**src/rtl/coh_pkg.sv**
```systemverilog
`timescale 1ns/1ps
package coh_pkg;
  typedef enum logic [2:0] {
    ST_I  = 3'd0,
    ST_CE = 3'd1,
    ST_OE = 3'd2,
    ST_CS = 3'd3,
    ST_OS = 3'd4
  } line_st_e;

  typedef enum logic [2:0] {
    BC_NONE = 3'd0,
    BC_CR   = 3'd1,
    BC_CRI  = 3'd2,
    BC_CI   = 3'd3,
    BC_WB   = 3'd4,
    BC_CWI  = 3'd5
  } bus_cmd_e;

  localparam logic [1:0] OP_RD  = 2'd0;
  localparam logic [1:0] OP_WR  = 2'd1;
  localparam logic [1:0] OP_RPL = 2'd2;

  function automatic logic is_owned(line_st_e s);
    return (s == ST_OE) || (s == ST_OS);
  endfunction
endpackage

```
**src/rtl/coh_line_store.sv**
```systemverilog
`timescale 1ns/1ps
module coh_line_store
  import coh_pkg::*;
#(
  parameter int IDX_W = 3,
  parameter int TAG_W = 8
) (
  input  logic             clk_i,
  input  logic             rst_ni,
  input  logic [IDX_W-1:0] a_idx_i,
  output line_st_e         a_st_o,
  output logic [TAG_W-1:0] a_tag_o,
  input  logic [IDX_W-1:0] b_idx_i,
  output line_st_e         b_st_o,
  output logic [TAG_W-1:0] b_tag_o,
  input  logic             we_i,
  input  logic [IDX_W-1:0] w_idx_i,
  input  line_st_e         w_st_i,
  input  logic [TAG_W-1:0] w_tag_i
);
  localparam int SETS = 1 << IDX_W;

  line_st_e         st_q  [SETS];
  logic [TAG_W-1:0] tag_q [SETS];

  always_ff @(posedge clk_i or negedge rst_ni) begin
    if (!rst_ni) begin
      for (int i = 0; i < SETS; i++) begin
        st_q[i]  <= ST_I;
        tag_q[i] <= '0;
      end
    end else if (we_i) begin
      st_q[w_idx_i]  <= w_st_i;
      tag_q[w_idx_i] <= w_tag_i;
    end
  end

  assign a_st_o  = st_q[a_idx_i];
  assign a_tag_o = tag_q[a_idx_i];
  assign b_st_o  = st_q[b_idx_i];
  assign b_tag_o = tag_q[b_idx_i];

  // owned-shared may only be entered from owned-exclusive
  assert_os_entry_R8: assert property (@(posedge clk_i) disable iff (!rst_ni)
    (we_i && w_st_i == ST_OS) |-> (st_q[w_idx_i] == ST_OE || st_q[w_idx_i] == ST_OS));
endmodule

```
**src/rtl/coh_snoop_resp.sv**
```systemverilog
`timescale 1ns/1ps
module coh_snoop_resp
  import coh_pkg::*;
(
  input  logic     hit_i,
  input  bus_cmd_e cmd_i,
  input  line_st_e st_i,
  output logic     cci_o,
  output logic     upd_o,
  output line_st_e nst_o
);
  always_comb begin
    cci_o = 1'b0;
    upd_o = 1'b0;
    nst_o = st_i;
    if (hit_i) begin
      unique case (cmd_i)
        BC_CR: begin
          cci_o = is_owned(st_i);
          if (st_i == ST_CE) begin upd_o = 1'b1; nst_o = ST_CS; end
          if (st_i == ST_OE) begin upd_o = 1'b1; nst_o = ST_OS; end
        end
        BC_CRI: begin
          cci_o = is_owned(st_i);
          upd_o = 1'b1;
          nst_o = ST_I;
        end
        BC_CI: begin
          if (st_i == ST_CS || st_i == ST_OS) begin upd_o = 1'b1; nst_o = ST_I; end
        end
        BC_CWI: begin
          upd_o = 1'b1;
          nst_o = ST_I;
        end
        default: ;
      endcase
    end
  end
endmodule

```
**src/rtl/coh_cpu_resp.sv**
```systemverilog
`timescale 1ns/1ps
module coh_cpu_resp
  import coh_pkg::*;
(
  input  logic       hit_i,
  input  logic [1:0] op_i,
  input  line_st_e   st_i,
  output bus_cmd_e   cmd_o,
  output logic       victim_o,
  output logic       fill_o,
  output logic       done_o,
  output logic       upd_o,
  output line_st_e   nst_o
);
  always_comb begin
    cmd_o    = BC_NONE;
    victim_o = 1'b0;
    fill_o   = 1'b0;
    done_o   = 1'b0;
    upd_o    = 1'b0;
    nst_o    = st_i;
    if (!hit_i) begin
      if (op_i == OP_RPL) begin
        done_o = 1'b1;
      end else if (is_owned(st_i)) begin
        // dirty victim leaves first; request retries next cycle
        cmd_o    = BC_WB;
        victim_o = 1'b1;
        upd_o    = 1'b1;
        nst_o    = ST_I;
      end else if (op_i == OP_WR) begin
        cmd_o  = BC_CRI;
        done_o = 1'b1;
        upd_o  = 1'b1;
        nst_o  = ST_OE;
      end else begin
        cmd_o  = BC_CR;
        fill_o = 1'b1;
      end
    end else begin
      done_o = 1'b1;
      if (op_i == OP_WR) begin
        if (st_i != ST_OE) begin
          upd_o = 1'b1;
          nst_o = ST_OE;
          if (st_i == ST_CS || st_i == ST_OS) cmd_o = BC_CI;
        end
      end else if (op_i == OP_RPL) begin
        upd_o = 1'b1;
        nst_o = ST_I;
        if (is_owned(st_i)) cmd_o = BC_WB;
      end
    end
  end
endmodule

```
**src/rtl/coh_ctrl.sv**
```systemverilog
`timescale 1ns/1ps
module coh_ctrl
  import coh_pkg::*;
#(
  parameter int IDX_W = 3,
  parameter int TAG_W = 8
) (
  input  logic                   clk_i,
  input  logic                   rst_ni,
  input  logic                   cpu_req_i,
  input  logic [1:0]             cpu_op_i,
  input  logic [TAG_W+IDX_W-1:0] cpu_line_i,
  output logic                   cpu_done_o,
  input  logic                   snp_vld_i,
  input  logic [2:0]             snp_cmd_i,
  input  logic [TAG_W+IDX_W-1:0] snp_line_i,
  output logic                   bus_vld_o,
  output logic [2:0]             bus_cmd_o,
  output logic [TAG_W+IDX_W-1:0] bus_line_o,
  input  logic                   bus_shared_i,
  output logic                   cci_o,
  output logic                   upd_vld_o,
  output logic [IDX_W-1:0]       upd_idx_o,
  output logic [2:0]             upd_state_o
);
  logic [IDX_W-1:0] c_idx, s_idx, w_idx, wt_idx_q;
  logic [TAG_W-1:0] c_tag, s_tag, a_tag, b_tag, w_tag, wt_tag_q;
  line_st_e         a_st, b_st, w_st, s_nst, c_nst;
  bus_cmd_e         c_cmd, bus_cmd;
  logic             c_hit, s_hit, s_cci, s_upd, c_vic, c_fill, c_done, c_upd;
  logic             we, wait_q, wait_d;

  assign c_idx = cpu_line_i[IDX_W-1:0];
  assign c_tag = cpu_line_i[TAG_W+IDX_W-1:IDX_W];
  assign s_idx = snp_line_i[IDX_W-1:0];
  assign s_tag = snp_line_i[TAG_W+IDX_W-1:IDX_W];

  coh_line_store #(.IDX_W(IDX_W), .TAG_W(TAG_W)) u_store (
    .clk_i   (clk_i),
    .rst_ni  (rst_ni),
    .a_idx_i (c_idx),
    .a_st_o  (a_st),
    .a_tag_o (a_tag),
    .b_idx_i (s_idx),
    .b_st_o  (b_st),
    .b_tag_o (b_tag),
    .we_i    (we),
    .w_idx_i (w_idx),
    .w_st_i  (w_st),
    .w_tag_i (w_tag)
  );

  assign c_hit = (a_st != ST_I) && (a_tag == c_tag);
  assign s_hit = (b_st != ST_I) && (b_tag == s_tag);

  coh_snoop_resp u_snp (
    .hit_i (s_hit),
    .cmd_i (bus_cmd_e'(snp_cmd_i)),
    .st_i  (b_st),
    .cci_o (s_cci),
    .upd_o (s_upd),
    .nst_o (s_nst)
  );

  coh_cpu_resp u_cpu (
    .hit_i    (c_hit),
    .op_i     (cpu_op_i),
    .st_i     (a_st),
    .cmd_o    (c_cmd),
    .victim_o (c_vic),
    .fill_o   (c_fill),
    .done_o   (c_done),
    .upd_o    (c_upd),
    .nst_o    (c_nst)
  );

  always_comb begin
    bus_vld_o  = 1'b0;
    bus_cmd    = BC_NONE;
    bus_line_o = cpu_line_i;
    cci_o      = 1'b0;
    cpu_done_o = 1'b0;
    we         = 1'b0;
    w_idx      = c_idx;
    w_tag      = c_tag;
    w_st       = ST_I;
    wait_d     = 1'b0;
    if (wait_q) begin
      // fill cycle: shared response picks the clean state
      cpu_done_o = 1'b1;
      we         = 1'b1;
      w_idx      = wt_idx_q;
      w_tag      = wt_tag_q;
      w_st       = bus_shared_i ? ST_CS : ST_CE;
    end else if (snp_vld_i) begin
      cci_o = s_cci;
      we    = s_upd;
      w_idx = s_idx;
      w_tag = b_tag;
      w_st  = s_nst;
    end else if (cpu_req_i) begin
      bus_cmd    = c_cmd;
      bus_vld_o  = (c_cmd != BC_NONE);
      if (c_vic) bus_line_o = {a_tag, c_idx};
      cpu_done_o = c_done;
      we         = c_upd;
      w_st       = c_nst;
      wait_d     = c_fill;
    end
  end

  assign bus_cmd_o   = bus_cmd;
  assign upd_vld_o   = we;
  assign upd_idx_o   = w_idx;
  assign upd_state_o = w_st;

  always_ff @(posedge clk_i or negedge rst_ni) begin
    if (!rst_ni) begin
      wait_q   <= 1'b0;
      wt_idx_q <= '0;
      wt_tag_q <= '0;
    end else begin
      wait_q <= wait_d;
      if (wait_d) begin
        wt_idx_q <= c_idx;
        wt_tag_q <= c_tag;
      end
    end
  end

  assert_fill_next_R2: assert property (@(posedge clk_i) disable iff (!rst_ni)
    (bus_vld_o && bus_cmd_o == BC_CR) |=> (cpu_done_o && upd_vld_o && !bus_vld_o));

  assert_snoop_first_R12: assert property (@(posedge clk_i) disable iff (!rst_ni)
    (snp_vld_i && !wait_q) |-> (!cpu_done_o && !bus_vld_o));

  assert_cci_read_R9: assert property (@(posedge clk_i) disable iff (!rst_ni)
    cci_o |-> (snp_vld_i && (snp_cmd_i == BC_CR || snp_cmd_i == BC_CRI)));

  assert_wb_empties_R6: assert property (@(posedge clk_i) disable iff (!rst_ni)
    (bus_vld_o && bus_cmd_o == BC_WB) |-> (upd_vld_o && upd_state_o == ST_I));

  // fill cycle belongs to this block: no snoop may arrive then
  assert_fill_quiet_R2: assert property (@(posedge clk_i) disable iff (!rst_ni)
    wait_q |-> !snp_vld_i);
endmodule

```
**config.mk**
```make
export PLATFORM = sky130hd
export DESIGN_NAME = coh_ctrl
export DESIGN_NICKNAME = d
export VERILOG_FILES = /design/src/rtl/coh_pkg.sv /design/src/rtl/coh_line_store.sv /design/src/rtl/coh_snoop_resp.sv /design/src/rtl/coh_cpu_resp.sv /design/src/rtl/coh_ctrl.sv
export SDC_FILE = /design/constraint.sdc
export NUM_CORES = 1
export LEC_CHECK = 0
export BUFFER_PORTS_ARGS = -buffer_cell sky130_fd_sc_hd__buf_4
export CELL_PAD_IN_SITES_DETAIL_PLACEMENT = 0
export CELL_PAD_IN_SITES_GLOBAL_PLACEMENT = 2
export CORE_MARGIN = 4
export CORE_UTILIZATION = 38
export DETAILED_ROUTE_END_ITERATION = 10
export PLACE_DENSITY_LB_ADDON = 0.1
export SYNTH_ARGS = -nofsm -noshare
export SYNTH_HDL_FRONTEND = slang
export SYNTH_SLANG_ARGS = --single-unit
```
**constraint.sdc**
```tcl
create_clock -name clk_i -period 3.5 [get_ports clk_i]
set_clock_uncertainty 0.05 [all_clocks]
set_input_delay 0 -clock clk_i [delete_from_list [all_inputs] [get_ports clk_i]]
set_output_delay 0 -clock clk_i [all_outputs]
set_load 0.01 [all_outputs]
```
### Word level (Yosys, flattened, before mapping)

Cells that the tools add are included.
Widths: inputs -> output; s select.

| cells by class | value |
|---|---|
| equal/unequal tests | 16 |
| $lt $le $gt $ge | 4 |
| bitwise operators | 3 |
| muxes and demuxes | 92 |
| reduce and logical (&&, ||, !) cells | 12 |

Operator list:

| cell | number |
|---|---|
| $mux 3 | 31 |
| $bwmux 64 | 1 |
| $mux 8 | 7 |
| $bmux 8 s3 | 2 |
| $mux 11 | 4 |
| $mux 1 | 37 |
| $bwmux 24 | 1 |
| $demux 8 s3 | 1 |
| $bmux 3 s3 | 2 |
| $eq 3x2->1 const B | 6 |
| $eq 8x8->1 | 2 |
| $ge 4x4->1 const B | 3 |
| $not 3->4 | 3 |
| $demux 3 s3 | 1 |
| $eq 3x3->1 const B | 3 |
| $pmux 3 s3 | 1 |
| $reduce_bool 3->1 | 3 |
| $eq 3x1->1 const B | 2 |
| $mux 2 | 3 |
| $logic_or 1x1->1 | 4 |
| $lt 4x1->1 const B | 1 |
| $reduce_or 2->1 | 2 |
| $logic_and 1x1->1 | 3 |
| $ne 3x2->1 const B | 1 |
| other kinds (3) | 3 |

| word-level totals | value |
|---|---|
| input bits | 32 |
| logic and storage cells | 146 |
| flip-flop bits (word level) | 100 |
| output and inout bits | 24 |

### Logic depth before layout (Yosys ltp)

Gate-level depths: netlist (run 1).

| logic depth | value |
|---|---|
| depth after elaboration | 14 |
| depth in mapped cells | 15 |
| gate-level depth less buffers | 10 |

### By module

Synthesis (run 1) repeated with hierarchy kept, for this count alone.

| second synthesis, totals | value |
|---|---|
| cell total of the unflattened synthesis | 463 |
| area, all modules | 6441.2 um^2 |

By module, submodules not included:

| module | cells each | sequential area each (um^2) | instances | area an instance (um^2) |
|---|---|---|---|---|
| coh_line_store | 268 | 2202.1 | 1 | 4785.8 |
| coh_ctrl | 115 | 300.3 | 1 | 1152.4 |
| coh_cpu_resp | 45 | 0.0 | 1 | 289.0 |
| coh_snoop_resp | 35 | 0.0 | 1 | 214.0 |

### Least setup slack after synthesis (run 1)

Ideal clock, no wire load.

| path | value |
|---|---|
| path type | input to register |
| from | in snp_line_i[1] |
| to | reg u_store.st_q[21] (netlist name) |
| stages on the path | 12 |
| data required time | 3.325 ns |
| data arrival time | 3.058 ns |
| path buffers | 3 |
| path slack | 0.267 ns |
| library setup time | 0.125 ns |
| cells stage by stage | clkbuf_1 clkbuf_1 mux4_2 mux2i_1 xnor2_1 nor4_2 nand4_2 or3_1 o221a_4 nor4_4 buf_6 mux2_4 |

| on the way | value |
|---|---|
| cells in the longest elaborated chain, start to end | 12 |
| elaborated cells between the ends (all ways) | 38 |
| classes of those cells | order compare (2); eq/ne (5); mux (25); bitwise (2); reduce/logical (4) |

Ends and longest elaborated chain:

| item | RTL line | RTL |
|---|---|---|
| start: declaration | coh_ctrl.sv:16 | `input logic [TAG_W+IDX_W-1:0] snp_line_i,` |
| $not 3->4 (not written as such) | coh_line_store.sv:40, coh_line_store.sv:41 |  |
| $bmux 3 s3 | coh_line_store.sv:40 | `assign b_st_o = st_q[b_idx_i];` |
| $mux 3 (not written as such) (2 in series) | coh_line_store.sv:40 |  |
| $eq 3x1->1 (tied with other cells) | coh_snoop_resp.sv:20 | `if (st_i == ST_CE) begin upd_o = 1'b1; nst_o = ST_CS; end` |
| $mux 3 or $logic_or 1x1->1 (tied branches) | coh_snoop_resp.sv:20, coh_snoop_resp.sv:29 |  |
| $mux 3, on equally long branches | coh_snoop_resp.sv:21, coh_snoop_resp.sv:29 |  |
| $pmux 3 s3 | coh_snoop_resp.sv:17 | `unique case (cmd_i)` |
| $mux 3 | coh_snoop_resp.sv:16 | `if (hit_i) begin` |
| $mux 3 | coh_ctrl.sv:95 | `end else if (snp_vld_i) begin` |
| $mux 3 | coh_ctrl.sv:88 | `if (wait_q) begin` |
| $bwmux 24 | coh_line_store.sv:33 | `st_q[w_idx_i] <= w_st_i;` |
| end signal: indexed assignment | coh_line_store.sv:33 |  |
| end: declaration | coh_line_store.sv:23 | `line_st_e st_q [SETS];` |

Parallel ways exist; a longest one is shown, timed or not. The select of a mux whose other input is x is not followed.
A chain may end at the register's enable or synchronous reset.

### Worst setup path in the final report (run 1)

| path | value |
|---|---|
| from | reg u_store.tag_q[6] (netlist name) |
| to | reg u_store.tag_q[49] (netlist name) |

| on the way | value |
|---|---|
| cells in the longest elaborated chain, start to end | 9 |
| elaborated cells between the ends (all ways) | 15 |
| classes of those cells | eq/ne (2); mux (11); reduce/logical (2) |

Ends and longest elaborated chain:

| item | RTL line | RTL |
|---|---|---|
| start: declaration | coh_line_store.sv:24 | `logic [TAG_W-1:0] tag_q [SETS];` |
| start signal: indexed assignment | coh_line_store.sv:34 | `tag_q[w_idx_i] <= w_tag_i;` |
| $bmux 8 s3 | coh_line_store.sv:39 | `assign a_tag_o = tag_q[a_idx_i];` |
| $mux 8 (not written as such) (2 in series) | coh_line_store.sv:39 |  |
| $eq 8x8->1 | coh_ctrl.sv:53 | `assign c_hit = (a_st != ST_I) && (a_tag == c_tag);` |
| $logic_and 1x1->1 | coh_ctrl.sv:53 |  |
| $mux 1 | coh_cpu_resp.sv:22 | `if (!hit_i) begin` |
| $mux 1 | coh_ctrl.sv:101 | `end else if (cpu_req_i) begin` |
| $mux 1 * | coh_ctrl.sv:95 |  |
| $mux 1 * | coh_ctrl.sv:88 |  |

Every way passes the cells marked *; elsewhere a longest branch is shown, timed or not. The select of a mux whose other input is x is not followed.

==> results of run 1 <==
-- power by group --
group	switching [W]	internal, W
registers	0.000351	0.00162
clock network	0.000462	0.000619
logic	0.000913	0.00119
-- state kept, by name, indices dropped and copies added (netlist names) --
register / count
u_store.st_q: 24
wt_tag_q: 8
wt_idx_q: 3
u_store.tag_q: 64
wait_q: 1
-- kinds of logic (layout without fill, tap and decap cells) --
family | after synthesis | in the layout
multiplexers | 179 | 179
AND/OR/NAND/NOR | 109 | 109
flip-flops | 100 | 100
AO/OA/AOI/OAI | 70 | 70
buffers and inverters | 45 | 153
XOR/XNOR | 17 | 17
-- cell usage in the layout (no fill, tap or decap), types with 5 or more instances in the layout --
master / netlist / final
mux2_2: 60 / 60
buf_12: 1 / 9
clkbuf_16: 0 / 10
a21oi_1: 10 / 10
buf_4: 11 / 104
o21ai_0: 17 / 17
mux2_4: 26 / 26
nand2_1: 38 / 37
mux4_2: 21 / 21
inv_1: 11 / 11
mux4_1: 10 / 10
dlygate4sd3_1: 0 / 9
o21ai_1: 10 / 10
nor2b_1: 10 / 10
mux2i_1: 50 / 48
nor2_1: 23 / 23
mux2_1: 11 / 11
xnor2_1: 17 / 17
dfrtp_1: 100 / 100
nand3_1: 5 / 5
-- repair_timing --
action,4_1_cts,5_1_grt
hold endpoints to repair,52,0
pin swaps,1,5
setup endpoints to repair,32,83
gates resized for setup,4,12
cloned,0,1
setup buffers,0,4
hold buffers,9,0
-- final timing paths --
path / startpoint / endpoint
worst max register to register: u_store.tag_q[6] / u_store.tag_q[49]
worst min register to register: wt_tag_q[7] / wt_tag_q[7]
worst max-delay path: u_store.tag_q[6] / u_store.tag_q[49]
min in group asynchronous: rst_ni / wait_q
worst min-delay path: cpu_line_i[1] / wt_idx_q[1]
max in group asynchronous: rst_ni / u_store.tag_q[10]
-- per-stage QoR --
stage                     utilization  total power, W  hold WS, ns  cells  setup WS, ns
after floorplan                     -         0.00327       -0.346    520         0.267
final                           0.480         0.00515        0.133    848        0.0748
after global placement          0.448         0.00396       0.0270    818        0.0162
after CTS                       0.474         0.00513        0.124    843       0.00208
after detailed placement        0.448         0.00402       0.0319    818       -0.0233
after global routing            0.480         0.00544        0.142    848       -0.0144
-- layer usage --
layer | share of wire | vias to the layer above | global-route usage
met3 | 0.043 | 19 | 0.0331
met5 | 0 | - | 0
li1 | - | 2151 | -
met2 | 0.46 | 97 | 0.302
met4 | 0.014 | 0 | 0.0473
met1 | 0.48 | 2368 | 0.286
-- cells in the mapped netlist (5+ instances only) --
cell type	instances
dfrtp_1	100
mux2_2	60
mux2i_1	50
nand2_1	38
mux2_4	26
nor2_1	23
mux4_2	21
o21ai_0	17
xnor2_1	17
buf_4	11
inv_1	11
mux2_1	11
a21oi_1	10
clkbuf_1	10
mux4_1	10
nor2b_1	10
o21ai_1	10
buf_2	5
nand3_1	5
nor3_1	5
-- layout make-up --
| type | count | area [sq um] | area share |
|---|---|---|---|
| inverters | 12 | 47.5 | 0.00597 |
| multi-input cells | 375 | 3710 | 0.467 |
| repair buffers | 125 | 1100 | 0.138 |
| clock inverters | 4 | 55.1 | 0.00692 |
| clock buffers | 12 | 267 | 0.0335 |
| flip-flops and latches | 100 | 2500 | 0.314 |
| well taps | 220 | 275 | 0.0346 |
-- critical path, delay by kind of cell, from the launching register on --
| family | cells | cell delay [ns] |
|---|---|---|
| and+or+nand+nor | 4 | 1.02 |
| DFF | 1 | 0.40 |
| xor gates and xnor gates | 1 | 0.08 |
| muxes | 3 | 0.99 |
| buffers and inverters | 3 | 0.42 |
| AOI/OAI and AO/OA | 1 | 0.34 |
==> reports/results.ini, run 1 <==
[yosys]
dominant_combinational_cell_family_by_area_after_synthesis = multiplexers
netlist-cell-type-count = 64
mean_post_synth_cell_area_sq_um = 12.4
ys_seq_area_frac = 0.389
synthArstFlopShare = 1.00
synthDominantCellAreaShare = 0.389
synth-adder-area-share = 0
post_synth_xor_area_fraction = 0.0231
ys_dominant_reg_cell = dfrtp_1
postSynthRegisterBits = 100
number_of_enable_flip_flop_cells_after_synthesis = 0
synth.yosys.warnings = 0
synthesis.area_sq_um = 6430
post_synth_top_area_cell = dfrtp_1
synth_mux_area_frac = 0.381
synthCells = 520
syn_nets = 552
synthSimpleGateAreaFrac = 0.0904
synthTopCellsByArea = dfrtp_1 39%, mux2_2 11%, mux2i_1 7.8%
synth_compound_gate_area_share = 0.0757

[floorplan]
start_util = 0.388
die_x_um = 138
dieHeight_um = 138
floorplan.rows = 47
core_sq_um = 16600
die_area_sq_um = 19100
io_pins = 56

[critical_path]
timing.critical_path.slowest_stage_cell = mux4_2
r2r_cells = 12
end_kind = flip-flop
timing.critical_path.from_type = flip-flop
worst_ep_arrival_time_ns = 3.61
timing.critical_path.fanout_max = 6
critical_path_class = reg2reg
ff2ff_setup_slack_ns = 0.07
worstPathCellList = mux4_2 -> mux2i_2 -> buf_4 -> xnor2_1 -> nor4_2 -> nand4_2 -> or3_4 -> o221a_4 -> inv_4 -> and3_4 -> clkbuf_16 -> mux2_2
cp_slowest_stage_delay_ns = 0.49
required_ns = 3.68

[timing]
setup_repair_after_global_routing_missed_its_margin = true
worst_slew_pin_slew_ns = 0.789
setup_tns_ns = 0
headroom_to_the_max_slew_limit = 0.470
highest_clock_frequency_the_design_can_meet_mhz = 292
timing.final.crit_period_ns = 3.43
post-route-period-util = 0.979
hold_violations = 0
final-max-slew-violation-count = 0
timing.final.setup_violations = 0

[clock_network]
clock_sinks = 100
tritoncts = yes
path_clk_slew_ns = 0.07
clock-root-buffer = clkbuf_16
worst_skew_pair.late_latency_ns = 0.35
cts_htree_levels = 3
clock_path_buffers = 2
numCtsBuffers = 9

[run_status]
status = finished clean

[placed_design]
postPlaceCellArea_sq_um = 7440
numPortBuffers = 55
place_congestion = 0.835
hpwl_mm = 13.7

[power]
static-leakage-power_nw = 3.74
power_density_nw_per_um2 = 647
vdd_ir_drop_max_mv = 0.305

[global_routing]
gr-usage-all-layers = 0.195
maximum_number_of_pins_on_one_net_before_global_route_repair = 47
grt_pass1_vias = 4746
grt_pass1_wl_mm = 28.8
grt_overflow_total = 0
antenna_violations_before_repair = 0

[routing]
drc = 0
detailedRoute.firstPassIterationCount = 6
detailroute.via_count = 4635
drt-initial-drc-count = 225
post_detailed_route_via_to_cell_ratio = 5.47
drt.antenna.violating_nets = 0
detail_route.wl_per_cell_um = 22.2
routed_wirelength_mm = 18.8

[cells_and_area]
layout.nets = 655
antenna_cells_inserted = 0
finalInstanceArea_sq_um = 7960
final.fill_count = 1536
area_growth_pct = 23.8
drive_gt1_frac = 0.416

[min_path]
worstHoldPathCells = 2
hold_class = in2reg

[flow_run]
maxCapViolCount = 0

Power figures use the tool's default switching activity.
==> run 2, diff against run 1 <==
--- a/config.mk
+++ b/config.mk
@@ -12,6 +12,7 @@
 export CORE_UTILIZATION = 38
 export DETAILED_ROUTE_END_ITERATION = 10
 export PLACE_DENSITY_LB_ADDON = 0.1
+export REMOVE_ABC_BUFFERS = 1
 export SYNTH_ARGS = -nofsm -noshare
 export SYNTH_HDL_FRONTEND = slang
 export SYNTH_SLANG_ARGS = --single-unit
==> reports/results.ini, run 2 (synthesis gave the netlist of run 1 again) <==
[run_status]
status = finished clean

[timing]
headroom_to_the_max_slew_limit = 0.525
timing.final.crit_period_ns = 3.37
highest_clock_frequency_the_design_can_meet_mhz = 297
timing.final.setup_violations = 0
final-max-slew-violation-count = 0
post-route-period-util = 0.962
worst_slack_ns = 0.131
hold_violations = 0
setup_repair_after_global_routing_missed_its_margin = false
worst_slew_pin_slew_ns = 0.708
setup_tns_ns = 0

[cells_and_area]
area_growth_pct = 21.8
number_of_flip_flops_under_the_largest_register_name = 64
finalInstanceArea_sq_um = 7830
antenna_cells_inserted = 0
final.fill_count = 1552
drive_gt1_frac = 0.404
biggestRegsByFlops = u_store.tag_q x64, u_store.st_q x24, wt_tag_q x8
final_cell_mix = 100 x dfrtp_1, 90 x buf_4, 60 x mux2_2
mostFrequentLayoutCell = dfrtp_1
layout.nets = 639
largest-register = u_store.tag_q
non_filler_instance_count_after_layout = 832

[critical_path]
cpLargestDelayFamily = multiplexers
timing.critical_path.slowest_stage_cell = mux4_2
critPathBufInv = 2
timing.critical_path.from_type = flip-flop
required_ns = 3.70
critical_path_class = reg2reg
cp_slowest_stage_delay_ns = 0.50
worst_ep_arrival_time_ns = 3.56
timing.critical_path.fanout_max = 11
worstPathCellList = mux4_2 -> mux2i_4 -> xnor2_2 -> nand3_2 -> nand3b_1 -> a311oi_2 -> o221a_4 -> clkinv_2 -> nand4b_2 -> buf_12 -> mux2_2
end_kind = flip-flop

[routing]
detailroute.via_count = 4664
post_detailed_route_via_to_cell_ratio = 5.61
drt.antenna.violating_nets = 0
detail_route.wl_per_cell_um = 23.7
detailedRoute.firstPassIterationCount = 5
drt-initial-drc-count = 277
routed_wirelength_mm = 19.7
drc = 0

[clock_network]
clock-root-buffer = clkbuf_16
numCtsBuffers = 9
cts_htree_levels = 3
clock_path_buffers = 2
tritoncts = yes
worst_skew_pair.late_latency_ns = 0.36
path_clk_slew_ns = 0.08
clock_sinks = 100

[floorplan]
dieHeight_um = 138
core_sq_um = 16600
io_pins = 56
floorplan.rows = 47
die_x_um = 138
start_util = 0.388
die_area_sq_um = 19100

[power]
vdd_ir_drop_max_mv = 0.282
totalPowerFinal_w = 0.00498
power_density_nw_per_um2 = 636
static-leakage-power_nw = 3.64

[placed_design]
numPortBuffers = 55
place_congestion = 0.845
place.detailed.instances = 805
hpwl_mm = 13.6
dp_worst_setup_slack_ns = -0.0289
postPlaceCellArea_sq_um = 7340

[global_routing]
grt_pass1_vias = 4927
grt_pass1_wl_mm = 30.5
maximum_number_of_pins_on_one_net_before_global_route_repair = 41
grt_overflow_total = 0
gr-usage-all-layers = 0.209
antenna_violations_before_repair = 0

[flow_run]
maxCapViolCount = 0

[min_path]
hold_class = in2reg

## run 2: cell count changes in the layout (fill, tap and decap cells not counted), sizes merged
cell,before,now
buf,115,99
clkbuf,13,10
clkinv,2,4
bufinv,1,0
clkinvlp,0,1
inv,13,14
## run 2: area by class of cell
cell class / count / area [sq um] / share of cell area
Multi-Input combinational cell: 375 / 3760 / 0.479
Inverter: 12 / 46.3 / 0.00591
Clock buffer: 9 / 225 / 0.0287
Timing Repair Buffer: 109 / 971 / 0.124
Tap cell: 220 / 275 / 0.0351
Sequential cell: 100 / 2500 / 0.319
Clock inverter: 7 / 57.6 / 0.00735
## run 2: power by group
group	internal (W)	switching [W]	leakage (nW)
sequential	0.00162	0.000353	1.29
clock	0.000494	0.000492	0.140
combinational	0.00114	0.000887	2.21
## run 2: worst paths after layout
| kind | start | end | slack [ns] | cells after the start |
|---|---|---|---|---|
| min | cpu_line_i[2] | wt_idx_q[2] | 0.07 | 2 |
| max | u_store.tag_q[7] | u_store.tag_q[11] | 0.13 | 11 |
| min reg2reg | wt_tag_q[4] | wt_tag_q[4] | 0.43 | 2 |
| max reg2reg | u_store.tag_q[7] | u_store.tag_q[11] | 0.13 | 11 |
| max in group asynchronous | rst_ni | wt_idx_q[2] | 2.42 | 3 |
| min in group asynchronous | rst_ni | u_store.st_q[1] | 0.11 | 2 |
## run 2: metrics by stage
step / util / hold WS, ns
2_1_floorplan: - / -0.346
3_3_place_gp: 0.443 / -0.0468
3_5_place_dp: 0.443 / -0.0387
4_1_cts: 0.466 / 0.0321
5_1_grt: 0.472 / 0.0650
6_report: 0.472 / 0.0650
## run 2: per-layer routing
layer	up-vias	part of all wire	wire (um)	GRT usage
li1	2126	-	-	-
met1	2387	0.47	9260	0.295
met2	129	0.47	9230	0.329
met3	22	0.041	811	0.0380
met4	0	0.021	420	0.0619
met5	-	0	0	0
## run 2: what timing repair did
action / in CTS / in global routing
hold buffers: 9 / 0
pin swaps: 0 / 3
resized for setup: 2 / 14
endpoints found under the hold margin: 46 / 0
cloned: 0 / 1
setup endpoints to repair: 5 / 94
buffers inserted: 0 / 1
==> run 3, diff against run 2 <==
--- a/config.mk
+++ b/config.mk
@@ -9,7 +9,7 @@
 export CELL_PAD_IN_SITES_DETAIL_PLACEMENT = 0
 export CELL_PAD_IN_SITES_GLOBAL_PLACEMENT = 2
 export CORE_MARGIN = 4
-export CORE_UTILIZATION = 38
+export CORE_UTILIZATION = 31
 export DETAILED_ROUTE_END_ITERATION = 10
 export PLACE_DENSITY_LB_ADDON = 0.1
 export REMOVE_ABC_BUFFERS = 1
==> reports/results.ini, run 3 (synthesis gave the netlist of run 1 again) <==
[cells_and_area]
drive_gt1_frac = 0.432
finalInstanceArea_sq_um = 8200
number_of_flip_flops_under_the_largest_register_name = 64
antenna_cells_inserted = 0
largest-register = u_store.tag_q
layout.nets = 665
area_growth_pct = 27.5
biggestRegsByFlops = u_store.tag_q x64, u_store.st_q x24, wt_tag_q x8
final_cell_mix = 109 x buf_4, 100 x dfrtp_1, 49 x mux2_4
final.fill_count = 1950
mostFrequentLayoutCell = buf_4

[power]
power_density_nw_per_um2 = 636
static-leakage-power_nw = 3.83
vdd_ir_drop_max_mv = 0.256
totalPowerFinal_w = 0.00522

[timing]
finalHoldWorstSlack_ns = 0.104
highest_clock_frequency_the_design_can_meet_mhz = 287
hold_violations = 0
worst_slew_pin_slew_ns = 0.879
headroom_to_the_max_slew_limit = 0.414
post-route-period-util = 0.996
setup_repair_after_global_routing_missed_its_margin = true
timing.final.setup_violations = 0
timing.final.crit_period_ns = 3.49
final-max-slew-violation-count = 0

[routing]
drt.antenna.violating_nets = 0
drt-initial-drc-count = 296
routed_wirelength_mm = 20.8
drc = 0
detailedRoute.firstPassIterationCount = 4
post_detailed_route_via_to_cell_ratio = 5.15
detailroute.via_count = 4672
detail_route.wl_per_cell_um = 22.9

[critical_path]
end_kind = flip-flop
worstPathCellList = mux4_2 -> mux2i_2 -> xnor2_1 -> nor4_2 -> nand4_2 -> or3_4 -> o221a_4 -> buf_6 -> nor3b_4 -> buf_6 -> mux2_4
critical_path_class = reg2reg
worst_ep_arrival_time_ns = 3.67
timing.critical_path.slowest_stage_cell = mux4_2
required_ns = 3.69
timing.critical_path.fanout_max = 4
cp_slowest_stage_delay_ns = 0.49
timing.critical_path.from_type = flip-flop
cpMostUsedCell = buf_6

[clock_network]
path_clk_slew_ns = 0.07
cts_htree_levels = 3
clock_path_buffers = 2
numCtsBuffers = 9
clock_sinks = 100
clock-root-buffer = clkbuf_16
worst_skew_pair.late_latency_ns = 0.36
tritoncts = yes

[floorplan]
die_area_sq_um = 23100
start_util = 0.317
floorplan.rows = 52
die_x_um = 152
io_pins = 56
core_sq_um = 20300
dieHeight_um = 152

[placed_design]
postPlaceCellArea_sq_um = 7520
hpwl_mm = 14.6
place_congestion = 0.784
numPortBuffers = 55

[global_routing]
antenna_violations_before_repair = 0
maximum_number_of_pins_on_one_net_before_global_route_repair = 96
grt_pass1_wl_mm = 31.4
gr-usage-all-layers = 0.177
grt_pass1_vias = 4829
grt_overflow_total = 0

[run_status]
status = finished clean

[flow_run]
maxCapViolCount = 0

[min_path]
hold_class = in2reg

-- run 3: final timing paths --
path	cells after the start	to	slack [ns]	from
setup / recovery	11	u_store.st_q[10]	0.01	u_store.tag_q[27]
setup reg to reg	11	u_store.st_q[10]	0.01	u_store.tag_q[27]
hold / removal	2	wt_idx_q[2]	0.10	cpu_line_i[2]
max in group asynchronous	3	wt_tag_q[2]	2.63	rst_ni
min in group asynchronous	3	u_store.tag_q[60]	0.16	rst_ni
hold reg to reg	2	wt_tag_q[0]	0.43	wt_tag_q[0]
-- run 3: area by class of cell --
class                      instances  area, sq um  share of cell area
timing repair buffer             135         1190               0.145
sequential                       100         2500               0.305
inverter                          12         46.3             0.00564
clock inverter                     6         57.6             0.00702
tap                              270          338              0.0412
clock buffer                       9          225              0.0275
multi-input combinational        375         3850               0.469
-- run 3: critical path, delay by kind of cell (launching register included) --
family	cells	cell delay, ns
DFF	1	0.40
buffers and inverters	2	0.32
muxes	3	1.00
xor gates and xnor gates	1	0.12
AOI/OAI and AO/OA	1	0.32
and+or+nand+nor	4	1.16
-- run 3: metrics by stage --
step / utilization / TNS, ns / setup slack [ns] / std cells
2_1_floorplan: - / -0.0869 / -0.0594 / 487
3_3_place_gp: 0.371 / -1.27 / -0.131 / 871
3_5_place_dp: 0.371 / -2.39 / -0.138 / 871
4_1_cts: 0.397 / -0.230 / -0.0247 / 905
5_1_grt: 0.404 / -3.42 / -0.112 / 907
6_report: 0.404 / 0 / 0.0143 / 907
-- run 3: per-layer routing --
metal	share of wire	wire (um)	vias to the layer above	GRT usage
met5	0	0	-	0
met4	0.0078	162	0	0.0300
met3	0.038	792	12	0.0370
met2	0.47	9720	101	0.282
met1	0.49	10100	2384	0.255
li1	-	-	2175	-
-- run 3: repair_timing --
| action | 4_1_cts | 5_1_grt |
|---|---|---|
| buffers inserted | 9 | 2 |
| endpoints found under the hold margin | 108 | 0 |
| pin swaps | 6 | 1 |
| endpoints found under the setup margin | 57 | 87 |
| hold buffers | 10 | 0 |
| gates resized for setup | 22 | 30 |
-- run 3: power by group --
group	switching [W]	total (W)	internal, W
Clock	0.000477	0.000972	0.000495
Combinational	0.000944	0.00226	0.00132
Sequential	0.000360	0.00198	0.00162
